## config.mk

```make
export PLATFORM = sky130hd
export DESIGN_NAME = bus_recovery_seq
export DESIGN_NICKNAME = d
export VERILOG_FILES = /design/src/rtl/busrec_pkg.sv /design/src/rtl/busrec_timer.sv /design/src/rtl/busrec_pulse_ctr.sv /design/src/rtl/bus_recovery_seq.sv
export SDC_FILE = /design/constraint.sdc
export NUM_CORES = 1
export LEC_CHECK = 0
export ABC_AREA = 1
export BUFFER_PORTS_ARGS = -buffer_cell sky130_fd_sc_hd__buf_4
export CAP_MARGIN = 20
export CELL_PAD_IN_SITES_DETAIL_PLACEMENT = 0
export CELL_PAD_IN_SITES_GLOBAL_PLACEMENT = 1
export CORE_ASPECT_RATIO = 0.75
export CORE_MARGIN = 2
export CORE_UTILIZATION = 35
export CTS_BUF_LIST = sky130_fd_sc_hd__clkbuf_2 sky130_fd_sc_hd__clkbuf_4 sky130_fd_sc_hd__clkbuf_8
export DETAILED_ROUTE_END_ITERATION = 12
export GPL_ROUTABILITY_DRIVEN = 0
export GPL_TIMING_DRIVEN = 1
export PLACE_DENSITY = 0.72
export SYNTH_ARGS = -nofsm -noshare
export SYNTH_HDL_FRONTEND = slang
export SYNTH_SLANG_ARGS = --single-unit
```

## constraint.sdc

```tcl
create_clock -name clk -period 1.4 [get_ports clk]
set_input_delay 0.21 -clock clk [delete_from_list [all_inputs] [get_ports clk]]
set_output_delay 0.21 -clock clk [all_outputs]
set_load 0.01 [all_outputs]
```

## src/rtl/busrec_pkg.sv

```systemverilog
package busrec_pkg;

    typedef enum logic [3:0] {
        ST_IDLE   = 4'd0,
        ST_CLK_LO = 4'd1,
        ST_CLK_HI = 4'd2,
        ST_SU_LO  = 4'd3,
        ST_SU_HI  = 4'd4,
        ST_START  = 4'd5,
        ST_OK     = 4'd6,
        ST_PARK   = 4'd7,
        ST_FAIL   = 4'd8
    } rec_state_t;

endpackage

```

## src/rtl/busrec_timer.sv

```systemverilog
// Half-phase timer: counts 0..limit and flags the terminal count.
module busrec_timer #(
    parameter int DIV_W = 16
) (
    input  logic             clk,
    input  logic             rst_n,
    input  logic             load,
    input  logic [DIV_W-1:0] limit_in,
    input  logic             run,
    output logic             tick
);

    logic [DIV_W-1:0] limit_q;
    logic [DIV_W-1:0] cnt_q;
    logic             at_end;

    assign at_end = (cnt_q == limit_q);
    assign tick   = run && at_end;

    always_ff @(posedge clk or negedge rst_n) begin
        if (!rst_n) begin
            limit_q <= '0;
            cnt_q   <= '0;
        end else if (load) begin
            limit_q <= limit_in;
            cnt_q   <= '0;
        end else if (run) begin
            if (at_end) begin
                cnt_q <= '0;
            end else begin
                cnt_q <= cnt_q + 1'b1;
            end
        end else begin
            cnt_q <= '0;
        end
    end

endmodule

```

## src/rtl/busrec_pulse_ctr.sv

```systemverilog
// Counts finished recovery pulses; flags the last permitted one.
module busrec_pulse_ctr #(
    parameter int MAX_PULSES = 9
) (
    input  logic clk,
    input  logic rst_n,
    input  logic clr,
    input  logic inc,
    output logic last
);

    localparam int CNT_W = $clog2(MAX_PULSES + 1);

    logic [CNT_W-1:0] cnt_q;

    assign last = (cnt_q == CNT_W'(MAX_PULSES - 1));

    always_ff @(posedge clk or negedge rst_n) begin
        if (!rst_n) begin
            cnt_q <= '0;
        end else if (clr) begin
            cnt_q <= '0;
        end else if (inc) begin
            cnt_q <= cnt_q + 1'b1;
        end
    end

endmodule

```

## src/rtl/bus_recovery_seq.sv

```systemverilog
module bus_recovery_seq
    import busrec_pkg::*;
#(
    parameter int DIV_W      = 16,
    parameter int MAX_PULSES = 9
) (
    input  logic             clk,
    input  logic             rst_n,
    input  logic             trigger_i,
    input  logic [DIV_W-1:0] half_period_i,
    input  logic             sda_in_i,
    output logic             scl_drive_low_o,
    output logic             sda_drive_low_o,
    output logic             done_o,
    output logic             fail_o
);

    rec_state_t state_q;
    rec_state_t state_d;

    logic accept;
    logic timer_run;
    logic tick;
    logic last_pulse;
    logic pulse_done;

    // A new attempt is accepted only while at rest.
    assign accept     = trigger_i && ((state_q == ST_IDLE) || (state_q == ST_PARK));
    assign pulse_done = (state_q == ST_CLK_HI) && tick;
    assign timer_run  = (state_q == ST_CLK_LO) || (state_q == ST_CLK_HI) ||
                        (state_q == ST_SU_LO)  || (state_q == ST_SU_HI)  ||
                        (state_q == ST_START);

    busrec_timer #(
        .DIV_W(DIV_W)
    ) u_timer (
        .clk      (clk),
        .rst_n    (rst_n),
        .load     (accept),
        .limit_in (half_period_i),
        .run      (timer_run),
        .tick     (tick)
    );

    busrec_pulse_ctr #(
        .MAX_PULSES(MAX_PULSES)
    ) u_pulses (
        .clk   (clk),
        .rst_n (rst_n),
        .clr   (accept),
        .inc   (pulse_done),
        .last  (last_pulse)
    );

    // Next-state logic
    always_comb begin
        state_d = state_q;
        unique case (state_q)
            ST_IDLE, ST_PARK: begin
                if (accept) state_d = ST_CLK_LO;
            end
            ST_CLK_LO: begin
                if (tick) state_d = ST_CLK_HI;
            end
            ST_CLK_HI: begin
                if (tick) begin
                    if (sda_in_i)        state_d = ST_SU_LO;
                    else if (last_pulse) state_d = ST_FAIL;
                    else                 state_d = ST_CLK_LO;
                end
            end
            ST_SU_LO: begin
                if (tick) state_d = ST_SU_HI;
            end
            ST_SU_HI: begin
                if (tick) state_d = ST_START;
            end
            ST_START: begin
                if (tick) state_d = ST_OK;
            end
            ST_OK:   state_d = ST_PARK;
            ST_FAIL: state_d = ST_IDLE;
            default: state_d = ST_IDLE;
        endcase
    end

    // State register
    always_ff @(posedge clk or negedge rst_n) begin
        if (!rst_n) begin
            state_q <= ST_IDLE;
        end else begin
            state_q <= state_d;
        end
    end

    // Output decode
    always_comb begin
        scl_drive_low_o = 1'b0;
        sda_drive_low_o = 1'b0;
        done_o          = 1'b0;
        fail_o          = 1'b0;
        unique case (state_q)
            ST_IDLE: ;
            ST_CLK_LO: scl_drive_low_o = 1'b1;
            ST_CLK_HI: ;
            ST_SU_LO:  scl_drive_low_o = 1'b1;
            ST_SU_HI:  ;
            ST_START:  sda_drive_low_o = 1'b1;
            ST_OK: begin
                scl_drive_low_o = 1'b1;
                sda_drive_low_o = 1'b1;
                done_o          = 1'b1;
            end
            ST_PARK: begin
                scl_drive_low_o = 1'b1;
                sda_drive_low_o = 1'b1;
            end
            ST_FAIL: fail_o = 1'b1;
            default: ;
        endcase
    end

endmodule

```

After elaboration in Yosys (flattened, before gate mapping)
Cells that the tools add are included.

Add/sub/neg operators: 2. Mux-type cells: 18. Equal/unequal tests: 16. Reduce and logical (&&, ||, !) cells: 14.

Operator list (number): $mux W16 (3); $mux W4 (10); $pmux W4 S7 (1); $add A16 B1 Y16 const B (1); $eq A16 B16 Y1 (1); $eq A4 B3 Y1 const B (4); $ne A2 B2 Y1 const B (6); $eq A4 B2 Y1 const B (2); $eq A4 B4 Y1 const B (2); $reduce_and A6 Y1 (1); $logic_or A1 B1 Y1 (5); $add A4 B1 Y4 const B (1); $eq A4 B1 Y1 const B (1); $logic_not A4 Y1 (1); $mux W1 (4); $reduce_or A4 Y1 (1); $logic_and A1 B1 Y1 (3); $reduce_or A3 Y1 (1); $reduce_bool A2 Y1 (1); $reduce_or A2 Y1 (1).

Output and inout port bits: 4. Register bits after elaboration: 40. Logic and storage cells: 54. Bits of input ports: 20.

Depth between registers and ports, before layout
Gate-level depths: netlist (run 1).

Depth in word-level cells: 9. Mapped depth: 11. Mapped depth without buffers: 11.

Hierarchy
Synthesis (run 1) repeated with hierarchy kept, for this count alone.

Cells, all modules: 317. Area total of the unflattened synthesis: 2287.2 um^2.

By module, submodules not included: busrec_timer (sequential area each 800.8 um^2, times used 1, cells an instance 230, area an instance 1690.4 um^2); bus_recovery_seq (sequential area each 100.1 um^2, times used 1, cells an instance 59, area an instance 371.6 um^2); busrec_pulse_ctr (sequential area each 100.1 um^2, times used 1, cells an instance 28, area an instance 225.2 um^2).

Worst setup path before layout (run 1)
No wires, ideal clock.

Path kind: flip-flop to flip-flop. From: register state_q[0]. To: register u_timer.limit_q[15]. Setup slack: 0.021 ns. Required time: 1.275 ns. Arrival: 1.254 ns. Period minus slack after synthesis: 1.379 ns. Setup time: 0.125 ns. Cell stages (with the launch flop): 7. Buffers on the path: 1. Path through: dfrtp_1 > nor2_2 > nand2_1 > o21ai_2 > nand2_1 > buf_6 > mux2_4.

Word-level cells in the longest chain between the ends: 3. Elaborated cells on any way between the ends: 4. Those cells by class: eq/ne (1); reduce/logical (3).

Ends and longest elaborated chain: start, declared (line bus_recovery_seq.sv:18) `rec_state_t state_q;`; start signal, assigned (line bus_recovery_seq.sv:92) `state_q <= state_d;`; $eq A4 B3 Y1 or $logic_not A4 Y1 (tied branches) (line bus_recovery_seq.sv:28) `assign accept = trigger_i && ((state_q == ST_IDLE) || (state_q == ST_PARK));`; $logic_or A1 B1 Y1 * (line bus_recovery_seq.sv:28); $logic_and A1 B1 Y1 * (line bus_recovery_seq.sv:28); end signal, assigned (line busrec_timer.sv:25) `limit_q <= limit_in;`; end, declared (line busrec_timer.sv:13) `logic [DIV_W-1:0] limit_q;`.

Every way passes the cells marked *; elsewhere a longest branch is shown, timed or not. A chain may end at the register's enable or synchronous reset.

Final worst setup path (run 1)
From: register state_q[2]. To: output scl_drive_low_o.

Word-level cells in the longest chain between the ends: 3. Elaborated cells on any way between the ends: 6. Those cells by class: eq/ne (4); mux (1); reduce/logical (1).

Ends and longest elaborated chain: $eq A4 B3 Y1, or another cell as far along (line bus_recovery_seq.sv:102) `unique case (state_q)`; $reduce_or A4 Y1 (no source line) *; $mux W1 * (line bus_recovery_seq.sv:102); end, declared (line bus_recovery_seq.sv:12) `output logic scl_drive_low_o,`.

Marks and branches as above.

==> summary.md, run 1 <==
| Metric | Value |
|---|---|
| Status | complete, but fails checks |
| Failing checks | negative setup slack |
| Die ar. | 7490 µm² |
| Simple-gate share of the synthesized area | between 30% and 40% |
| Antenna violations before repair | 0 |
| Largest area contributor in the netlist | dfrtp_1 |
| Net Count, Synth | 334 |
| Hold violation count in the final report | 0 |
| Grt met2 use | 27.6% |
| Seq/Total Area, Yosys | 42.0% |
| CTS H-tree lvls | 2 |
| Top cell type's share of synthesized area | 42.0% |
| Die X | a little under 100 µm |
| CTS Buf Count | 5 |
| Hold_sp | half_period_i[15] |
| Crit-path max FO | 5 |
| Layout cells sized above 1 | a little under three fifths |
| Syn Area/Cell | 7.66 µm² |
| Top Ports | 24 |
| Primary FF master, synth | dfrtp_1 |
| Clk sink count | 40 |
| Fin area | 3860 µm² |
| Clk_lat worst skew | 300 ps |
| Reg2reg setup slack | -50 ps |
| Initial Utilization | 35.6% |
| Post-DP HPWL | between 4 and 5 mm |
| CTS tree | done |
| Setup TNS | -814 ps |
| Hold endpoint | u_timer.limit_q[15]$_DFFE_PN0P_ |
| Element type at the critical path start | flip-flop |
| Setup Skew | 3.47 ps |
| Ant diodes | 0 |
| Critical-path cell list | inv_2, nand2_2, inv_2, buf_6, nand2_4, nand2_2, buf_6 |
| Leak | 1.93 nW |
| Synth async-reset ratio | 100% |
| Max Cap Violations | 0 |
| Die height | 75.5 µm |
| Combinational power share | roughly 58% |
| Synth Area in XOR/XNOR | 3.31% |
| Root Buffer | clkbuf_8 |
| Area of the multi-input gates | 1540 µm² |
| Register bit total from synthesis | 40 |
| Max-slew violations | 0 |
| Internal | 3.70 mW |
| Crit path largest cell delay | 450 ps |
| Compound-gate portion of the synthesized area | 7.82% |
| Largest net degree at the start of global routing | 41 |
| WP data required | 1190 ps |
| Syn. warnings | 0 |
| Cell count after synthesis | 311 |
| Ranking of synthesized cells by area | dfrtp_1, nand2_1, nor2_1 |
| CP Data Arrival Time | around 1300 ps |
| IR drop worst, VDD | roughly 0.74 mV |
| Dpl ws | -154 ps |
| Clock Path Buffers | 2 |
| FMAX | 0.683 GHz |
| Post-synth EDFFs | 0 |
| Net switching power | 2.47 mW |
| GR Overflow Total | 0 |
| DRC | 0 |
| Commonest cells post-synth | nand2_1, nor2_1, dfrtp_1 |
| Fillers | approximately 600 |
| Reg area | 1010 µm² |
| Synth Cell Area | 2380 µm² |
| Relative slew slack | 63.3% |
| Worst-path clk slew | 80 ps |
| DRT Pass-1 Iters | 4 |
| Cell Area, Placed | just over 3000 µm² |
| Grt peak-use layer | met2 |
| Setup CP Type | reg2out |
| Core area | between 6000 and 7000 µm² |
| Input/output buffers | 23 |
| Clock power frac | between 10 and 15% |
| PwrDens | 1600 nW/µm² |
| Critical path endpoint category | output pin |
| RSZ-0062 raised after global routing | yes |
| Post-route ant nets | 0 |
| Register-to-Register Path Depth | 11 |
| Number of global-route vias before repair | 2167 |
| Hold Path Depth | 2 |
| Hold Path Class | in2reg |
| Synth Area in Adders | 1.57% |
| # nets final | 439 |
| Worst r2r src | u_timer.cnt_q[10]$_DFF_PN0_ |
| DR iter-0 viols | around 110 |
| Mux share of post-synthesis cell area | 0.630% |
| Setup ws final | -64.6 ps |
| Routed len/inst | 13.1 µm |
| Largest family of logic cells by synthesized area | simple AND/OR/NAND/NOR gates |
| WL final | 6.56 mm |
| Final setup vio count | 29 |
| Register share of total power | 28.2% |
| Global-route wire length before repair | 9.83 mm |
| Synth cell types | 26 |
| Worst-margin pin slew | 550 ps |
| Most common cell in the netlist | nand2_1 |
| Critical-path top delay cell | dfrtp_2 |
| Total GRT Usage | around 17% |
| R2r endpoint | state_q[0]$_DFFE_PN0P_ |
| Sw frac | 40.1% |
| Met1 capacity usage during global routing | 22.4% |
| Layout area overhead | 61.9% |
| Min Tclk post-route | 1460 ps |
| FP Rows | 26 |
| Final period util | 105% |
| Via count | about 2300 |
| Drt via density | 4.54 |
| Global Route met3 Usage | 3.30% |
cell usage in the layout, fill, tap and decap left out, types with 5 or more instances in the layout:
| cell | n |
|---|---|
| clkbuf_8 | 6 |
| nor2_4 | 23 |
| a21oi_1 | 5 |
| nor3_4 | 5 |
| nor2_1 | 16 |
| a21oi_2 | 14 |
| inv_1 | 28 |
| nand2_2 | 18 |
| dfrtp_2 | 9 |
| dfrtp_1 | 31 |
| inv_2 | 17 |
| xor2_1 | 6 |
| buf_4 | 80 |
| buf_6 | 15 |
| nand3_2 | 7 |
| nand3_1 | 16 |
| nand2_1 | 68 |
| nor2_2 | 15 |
registers in the layout, indices dropped and copies added, names as in the netlist:
signal and count:
u_timer.cnt_q 16, u_timer.limit_q 16, state_q 4, u_pulses.cnt_q 4
layout make-up:
type | count | share of cell area (%)
clock buffers | 8 | 2.53
inverters | 45 | 4.38
multi-input cells | 221 | 39.9
flip-flops and latches | 40 | 26.2
well taps | 84 | 2.72
repair buffers | 103 | 24.2
worst max-delay path: cells and delay by family, from the launching register on:
family	cells	cell delay, ps
buffers and inverters	4	350
and+or+nand+nor	3	160
DFF	1	450
metrics by stage:
| step | instances | power, mW | util (%) | hold WS, ps |
|---|---|---|---|---|
| floorplan | 311 | 3.28 | - | -85.6 |
| global placement | 463 | 4.16 | 45.2 | 229 |
| detailed placement | 463 | 4.21 | 45.2 | 235 |
| CTS | 485 | 5.34 | 50.0 | 136 |
| global route | 501 | 6.59 | 57.6 | 140 |
| finish | 501 | 6.17 | 57.6 | 141 |
worst max path at each step:
stage          depth (start not counted)                         from                         endpoint
6_report                               7       state_q[2]$_DFFE_PN0P_                  scl_drive_low_o
5_1_grt                               10  u_timer.cnt_q[11]$_DFF_PN0_           state_q[2]$_DFFE_PN0P_
4_1_cts                                9   u_timer.cnt_q[0]$_DFF_PN0_      u_timer.cnt_q[12]$_DFF_PN0_
3_5_place_dp                           9   u_timer.cnt_q[0]$_DFF_PN0_      u_timer.cnt_q[12]$_DFF_PN0_
3_3_place_gp                           9   u_timer.cnt_q[0]$_DFF_PN0_      u_timer.cnt_q[12]$_DFF_PN0_
2_1_floorplan                          6       state_q[0]$_DFFE_PN0P_  u_timer.limit_q[15]$_DFFE_PN0P_
repair_timing:
item | CTS | global route
resized for setup | 36 | 91
hold endpoints to repair | 40 | 0
setup buffers | 13 | 13
pin swaps | 12 | 34
hold buffers | 1 | 0
cloned | 0 | 4
endpoints found under the setup margin | 37 | 43
routing by layer:
layer	vias to the layer above	wire [µm]	part of all wire (%)
met5	-	0	0
met4	0	25	0.38
met3	3	211	3.2
met2	35	3160	48
met1	1059	3160	48
li1	1177	-	-
power by group through the flow:
stage	clock network, mW	registers (mW)	logic (mW)
5_1_grt	0.911	1.78	3.90
3_5_place_dp	0	1.73	2.48
2_1_floorplan	0	1.68	1.61
4_1_cts	0.872	1.72	2.75
6_report	0.852	1.74	3.58
3_3_place_gp	0	1.72	2.44
cell families (layout without fill, tap and decap cells):
family	after synthesis	after routing
DFF	40	40
xor gates and xnor gates	9	9
muxes	1	1
AOI/OAI and AO/OA	25	25
and+or+nand+nor	183	183
adders and majority gates	3	3
buffers and inverters	50	156
Power figures use the tool's default switching activity.
==> inputs of run 2 (changes only) <==
Settings changed: BUFFER_PORTS_ARGS -buffer_cell sky130_fd_sc_hd__buf_4 to -buffer_cell sky130_fd_sc_hd__buf_2.
==> run 2 against run 1 <==
  * The flow still finishes with violations (negative setup slack)
  * Cell area shrank 3.0%
  * Utilization shrank 1.7 points
  * Hold slack gained 11 ps
  * Flip-flop and latch count is the same
  * Sequential power is essentially flat
  * Worst setup slack lost 15 ps
  * Clock power is essentially flat
  * Critical path type is now reg2reg
==> summary.md, run 2 (same netlist as run 1, synthesis figures left out) <==
| Metric | Value |
|---|---|
| Final setup vio count | 22 (was 29) |
| Internal | 3.55 mW (was 3.70 mW) |
| FP Rows | 26 (unchanged) |
| DRC | 0 (unchanged) |
| Critical path endpoint category | flip-flop (was output pin) |
| Hold_sp | half_period_i[15] (unchanged) |
| Hold Path Class | in2reg (unchanged) |
| Relative slew slack | 71.7% (was 63.3%) |
| FMAX | 0.676 GHz (was 0.683 GHz) |
| Die X | 99.3 µm (unchanged) |
| Leak | 1.84 nW (was 1.93 nW) |
| Finished Core Util | 55.8% (was 57.6%) |
| Global-route wire length before repair | 9.20 mm (was 9.83 mm) |
| PwrDens | 1600 nW/µm² (about the same) |
| Post-DP HPWL | 4.01 mm (about the same) |
| Most frequent cells in the layout | nand2_1, buf_4, inv_1, dfrtp_1, nor2_4 (was buf_4, nand2_1, dfrtp_1) |
| Clk_lat worst skew | 290 ps (was 300 ps) |
| Initial Utilization | 35.6% (unchanged) |
| Die ar. | 7490 µm² (unchanged) |
| Clock power frac | 14.3% (was 13.8%) |
| Worst-path clk slew | 80 ps (about the same) |
| Setup TNS | -809 ps (was -814 ps) |
| RSZ-0062 raised after global routing | yes (unchanged) |
| Clock Path Buffers | 2 (unchanged) |
| IR drop worst, VDD | 0.670 mV (was 0.741 mV) |
| Setup ws final | -79.4 ps (was -64.6 ps) |
| Routed len/inst | 12.7 µm (was 13.1 µm) |
| Placed insts | 466 (was 463) |
| Layout cells sized above 1 | 54.9% (was 56.6%) |
| Sw frac | 40.6% (was 40.1%) |
| Top Ports | 24 (unchanged) |
| Max Cap Violations | 0 (unchanged) |
| CTS Buf Count | 5 (unchanged) |
| Clk sink count | 40 (unchanged) |
| CTS tree | done (unchanged) |
| Drt via density | 4.61 (was 4.54) |
| Layout area overhead | 57.0% (was 61.9%) |
| Total GRT Usage | 15.6% (was 16.6%) |
| Dpl ws | -161 ps (was -154 ps) |
| Setup CP Type | reg2reg (was reg2out) |
| Final period util | 106% (was 105%) |
| Non-Filler Instances | 494 (was 501) |
| Failing checks | negative setup slack (unchanged) |
| Root Buffer | clkbuf_8 (unchanged) |
| # nets final | 432 (was 439) |
| Largest net degree at the start of global routing | 26 (was 41) |
| Combinational power share | 56.8% (was 58.0%) |
| Worst-margin pin slew | 424 ps (was 550 ps) |
| Crit-path max FO | 4 (was 5) |
| Commonest non-fill, non-tap cell in the layout | nand2_1 (was buf_4) |
| Worst r2r src | state_q[1]$_DFFE_PN0P_ (was u_timer.cnt_q[10]$_DFF_PN0_) |
| Setup Skew | 4.85 ps (was 3.47 ps) |
| Status | complete, but fails checks (unchanged) |
| GR Overflow Total | 0 (unchanged) |
| Element type at the critical path start | flip-flop (unchanged) |
| Net switching power | 2.43 mW (was 2.47 mW) |
| Core area | 6700 µm² (unchanged) |
| Post-route ant nets | 0 (unchanged) |
| Max-slew violations | 0 (unchanged) |
| Antenna violations before repair | 0 (unchanged) |
| WL final | 6.27 mm (was 6.56 mm) |
| DR iter-0 viols | 102 (was 105) |
| Via count | 2276 (was 2274) |
| CTS H-tree lvls | 2 (unchanged) |
| Number of global-route vias before repair | 1967 (was 2167) |
| Input/output buffers | 23 (unchanged) |
| Register share of total power | 28.9% (was 28.2%) |
| Ant diodes | 0 (unchanged) |
| DRT Pass-1 Iters | 4 (unchanged) |
| Fin area | 3740 µm² (was 3860 µm²) |
| Hold violation count in the final report | 0 (unchanged) |
| WP data required | 1580 ps (was 1190 ps) |
| CP Data Arrival Time | 1660 ps (was 1250 ps) |
| Cell Area, Placed | 3000 µm² (was 3030 µm²) |
| Min Tclk post-route | 1480 ps (was 1460 ps) |
| Setup crit start | state_q[1]$_DFFE_PN0P_ (was state_q[2]$_DFFE_PN0P_) |
| Biggest regs | u_timer.cnt_q (16), u_timer.limit_q (16) (unchanged) |
| Die height | 75.5 µm (unchanged) |
[run 2: cell count changes in the layout (fill, tap and decap cells not counted), sizes merged]
cell  delta
buf      -7
[run 2: what timing repair did]
action | 4_1_cts | 5_1_grt
gates resized for setup | 26 | 93
setup buffers | 10 | 5
pin swaps | 16 | 28
hold endpoints to repair | 15 | 0
hold buffers | 1 | 0
setup endpoints to repair | 33 | 44
gates cloned | 0 | 4
[run 2: through the flow]
stage                     hold WS (ps)  total power [mW]
after CTS                          146              5.23
after global placement             178              4.13
final                              152              5.98
after global routing               158              6.42
after floorplan                  -85.6              3.28
after detailed placement           172              4.15
[run 2: final cells by class]
| class | instances | area, µm² |
|---|---|---|
| clock buffer | 8 | 97.6 |
| timing repair buffer | 96 | 813 |
| fill | 626 | 2960 |
| multi-input combinational | 221 | 1540 |
| sequential | 40 | 1010 |
| tap | 84 | 105 |
| inverter | 45 | 171 |
[run 2: path summary, 6_finish.rpt]
kind	endpoint	slack (ps)	depth (start not counted)
setup / recovery	state_q[2]$_DFFE_PN0P_	-80	7
hold / removal	u_timer.limit_q[15]$_DFFE_PN0P_	150	2
hold reg to reg	u_timer.limit_q[1]$_DFFE_PN0P_	540	2
min in group asynchronous	u_timer.limit_q[9]$_DFFE_PN0P_	370	2
setup reg to reg	state_q[2]$_DFFE_PN0P_	-80	7
max in group asynchronous	u_timer.cnt_q[0]$_DFF_PN0_	530	3
[run 2: worst max-delay path, cell delays in order, from the launching register on]
cell	delay (ps)
dfrtp_2	460
nor2_4	170
nand2_2	90
o21ai_4	100
buf_4	150
nand2_1	160
nand3_1	160
nand2_1	70
[run 2: power groups by stage]
stage	combinational, mW	sequential [mW]	clock [mW]
final	3.39	1.73	0.855
after global routing	3.74	1.77	0.908
after CTS	2.66	1.71	0.868
after detailed placement	2.44	1.71	0
after global placement	2.42	1.71	0
after floorplan	1.61	1.68	0
[run 2: metal layers]
| metal | routed length (µm) | GRT usage, % |
|---|---|---|
| met1 | 3000 | 22.7 |
| met2 | 3010 | 23.9 |
| met3 | 199 | 3.67 |
| met4 | 63 | 3.20 |
| met5 | 0 | 0 |
==> inputs of run 3 (changes only) <==
Settings changed: RECOVER_POWER set to 100.
==> run 3 against run 2 <==
  * The flow still finishes with violations (negative setup slack)
  * Worst setup slack gained 10 ps
  * Global-route usage is the same
  * Register-to-register slack is essentially flat
  * Die area is the same
  * Fmax grew 0.69%
  * Sequential power is essentially flat
  * Hold slack lost 1.2 ps
  * First-iteration DRC count grew 0.98%
  * Wire length grew 0.45%
  * Clock power grew 0.7%
  * Largest cell class unchanged
  * Largest power group unchanged
  * Highest routed layer unchanged
==> summary.md, run 3 (same netlist as run 1, synthesis figures left out) <==
| Metric | Value |
|---|---|
| Via count | 2284 (was 2276) |
| Internal | 3.54 mW (was 3.55 mW) |
| Element type at the critical path start | flip-flop (unchanged) |
| Top Ports | 24 (unchanged) |
| Final period util | 105% (was 106%) |
| DR iter-0 viols | 103 (was 102) |
| Relative slew slack | 71.0% (was 71.7%) |
| Biggest regs | u_timer.cnt_q (16), u_timer.limit_q (16) (unchanged) |
| DRC | 0 (unchanged) |
| Number of global-route vias before repair | 1967 (unchanged) |
| Input/output buffers | 23 (unchanged) |
| Worst Setup EP | state_q[2]$_DFFE_PN0P_ (unchanged) |
| FMAX | 0.681 GHz (was 0.676 GHz) |
| PwrDens | 1600 nW/µm² (about the same) |
| Total power | 5.96 mW (was 5.98 mW) |
| Net switching power | 2.42 mW (was 2.43 mW) |
| Hold Slack | 151 ps (was 152 ps) |
| Clk_lat worst skew | 290 ps (about the same) |
| Cell Area, Placed | 3000 µm² (unchanged) |
| Ant diodes | 0 (unchanged) |
| DRT Pass-1 Iters | 4 (unchanged) |
| Largest net degree at the start of global routing | 26 (unchanged) |
| IR drop worst, VDD | 0.670 mV (unchanged) |
| CTS H-tree lvls | 2 (unchanged) |
| Critical path endpoint category | flip-flop (unchanged) |
| Clock power frac | 14.5% (was 14.3%) |
| Most frequent cells in the layout | nand2_1, buf_4, inv_1, dfrtp_1, nor2_4 (unchanged) |
| GR Overflow Total | 0 (unchanged) |
| Die X | 99.3 µm (unchanged) |
| Register share of total power | 29.0% (was 28.9%) |
| Global-route wire length before repair | 9.20 mm (unchanged) |
| Layout cells sized above 1 | 54.9% (unchanged) |
| Setup crit start | u_timer.cnt_q[11]$_DFF_PN0_ (was state_q[1]$_DFFE_PN0P_) |
| R2r endpoint | state_q[2]$_DFFE_PN0P_ (unchanged) |
| Setup CP Type | reg2reg (unchanged) |
| Max Cap Violations | 0 (unchanged) |
| Total GRT Usage | 15.6% (unchanged) |
| Post-DP HPWL | 4.01 mm (unchanged) |
| Final setup vio count | 30 (was 22) |
| Clock Path Buffers | 2 (unchanged) |
| Hold violation count in the final report | 0 (unchanged) |
| Setup ws final | -69.2 ps (was -79.4 ps) |
| Initial Utilization | 35.6% (unchanged) |
| Worst-path clk slew | 80 ps (about the same) |
| CTS tree | done (unchanged) |
| Area of the multi-input gates | 1540 µm² (about the same) |
| Failing checks | negative setup slack (unchanged) |
| # nets final | 432 (unchanged) |
| WL final | 6.30 mm (was 6.27 mm) |
| RSZ-0062 raised after global routing | yes (unchanged) |
| Reg2reg setup slack | -70 ps (was -80 ps) |
| Worst r2r src | u_timer.cnt_q[11]$_DFF_PN0_ (was state_q[1]$_DFFE_PN0P_) |
| Routed len/inst | 12.8 µm (was 12.7 µm) |
| Die height | 75.5 µm (unchanged) |
| Reg area | 1010 µm² (unchanged) |
| Layout area overhead | 56.1% (was 57.0%) |
| WP data required | 1580 ps (about the same) |
| Hold Path Class | in2reg (unchanged) |
| Combinational power share | 56.5% (was 56.8%) |
| Antenna violations before repair | 0 (unchanged) |
| Crit-path max FO | 8 (was 4) |
| Dpl ws | -161 ps (unchanged) |
| Register-to-Register Path Depth | 10 (was 7) |
| Drt via density | 4.62 (was 4.61) |
| CTS Buf Count | 5 (unchanged) |
| Clk sink count | 40 (unchanged) |
| Max-slew violations | 0 (unchanged) |
| Commonest non-fill, non-tap cell in the layout | nand2_1 (unchanged) |
| Worst-margin pin slew | 434 ps (was 424 ps) |
| CP Data Arrival Time | 1650 ps (was 1660 ps) |
| Sw frac | 40.6% (about the same) |
| Root Buffer | clkbuf_8 (unchanged) |
| Fin area | 3720 µm² (was 3740 µm²) |
| Status | complete, but fails checks (unchanged) |
| Post-route ant nets | 0 (unchanged) |
| Finished Core Util | 55.5% (was 55.8%) |
| Fillers | 631 (was 626) |
| Die ar. | 7490 µm² (unchanged) |
| Leak | 1.84 nW (about the same) |
| FP Rows | 26 (unchanged) |
| Core area | 6700 µm² (unchanged) |
| Setup Skew | 5.97 ps (was 4.85 ps) |
| Min Tclk post-route | 1470 ps (was 1480 ps) |
==> run 3: cell types whose count changed in the layout (fill, tap and decap cells not counted), sizes merged <==
cell,change
buf,-2
clkbuf,+2
==> run 3: power by group through the flow <==
stage / Combinational [mW] / Sequential [mW] / Clock [mW]
after floorplan: 1.61 / 1.68 / 0
after detailed placement: 2.44 / 1.71 / 0
final: 3.37 / 1.73 / 0.861
after global routing: 3.71 / 1.77 / 0.908
after global placement: 2.42 / 1.71 / 0
after CTS: 2.66 / 1.71 / 0.868
==> run 3: worst min path at each step <==
| stage | startpoint | to | slack, ps | cells after the start |
|---|---|---|---|---|
| floorplan | rst_n | state_q[0]$_DFFE_PN0P_ | -90 | 0 |
| global placement | rst_n | u_timer.limit_q[9]$_DFFE_PN0P_ | 180 | 1 |
| detailed placement | rst_n | u_timer.limit_q[9]$_DFFE_PN0P_ | 170 | 1 |
| CTS | half_period_i[7] | u_timer.limit_q[7]$_DFFE_PN0P_ | 150 | 3 |
| global route | half_period_i[15] | u_timer.limit_q[15]$_DFFE_PN0P_ | 160 | 2 |
| finish | half_period_i[15] | u_timer.limit_q[15]$_DFFE_PN0P_ | 150 | 2 |
==> run 3: area by class of cell <==
class | instances | share of cell area, %
multi-input combinational | 221 | 41.3
sequential | 40 | 27.2
timing repair buffer | 96 | 21.5
inverter | 45 | 4.61
tap | 84 | 2.82
clock buffer | 8 | 2.62
==> run 3: repair_timing <==
item	in CTS	in global routing
hold buffers	1	0
gates resized for setup	26	93
buffers inserted	10	5
gates cloned	0	4
endpoints found under the hold margin	15	0
setup endpoints to repair	33	44
pin swaps	16	28
==> run 3: worst max-delay path: stages, from the launching register on <==
cell,delay [ps]
dfrtp_2,440
nand2_1,70
nand2_1,50
nor2_2,130
nand2_2,90
nor2_4,150
nand2_4,100
nand2_8,130
nand2_8,70
nand2_2,70
nand2_1,60
==> run 3: stage by stage <==
stage          instances  TNS (ps)
6_report             494      -902
5_1_grt              494     -4910
4_1_cts              485      -935
3_5_place_dp         466     -1380
3_3_place_gp         466     -1100
2_1_floorplan        311         0
==> run 3: metal layers <==
metal / vias to the layer above / global-route usage [%] / share of wire (%)
met1: 1083 / 22.7 / 48
met2: 36 / 23.9 / 48
met4: 0 / 3.20 / 1.0
met5: - / 0 / 0
met3: 9 / 3.67 / 3.3
li1: 1156 / - / -
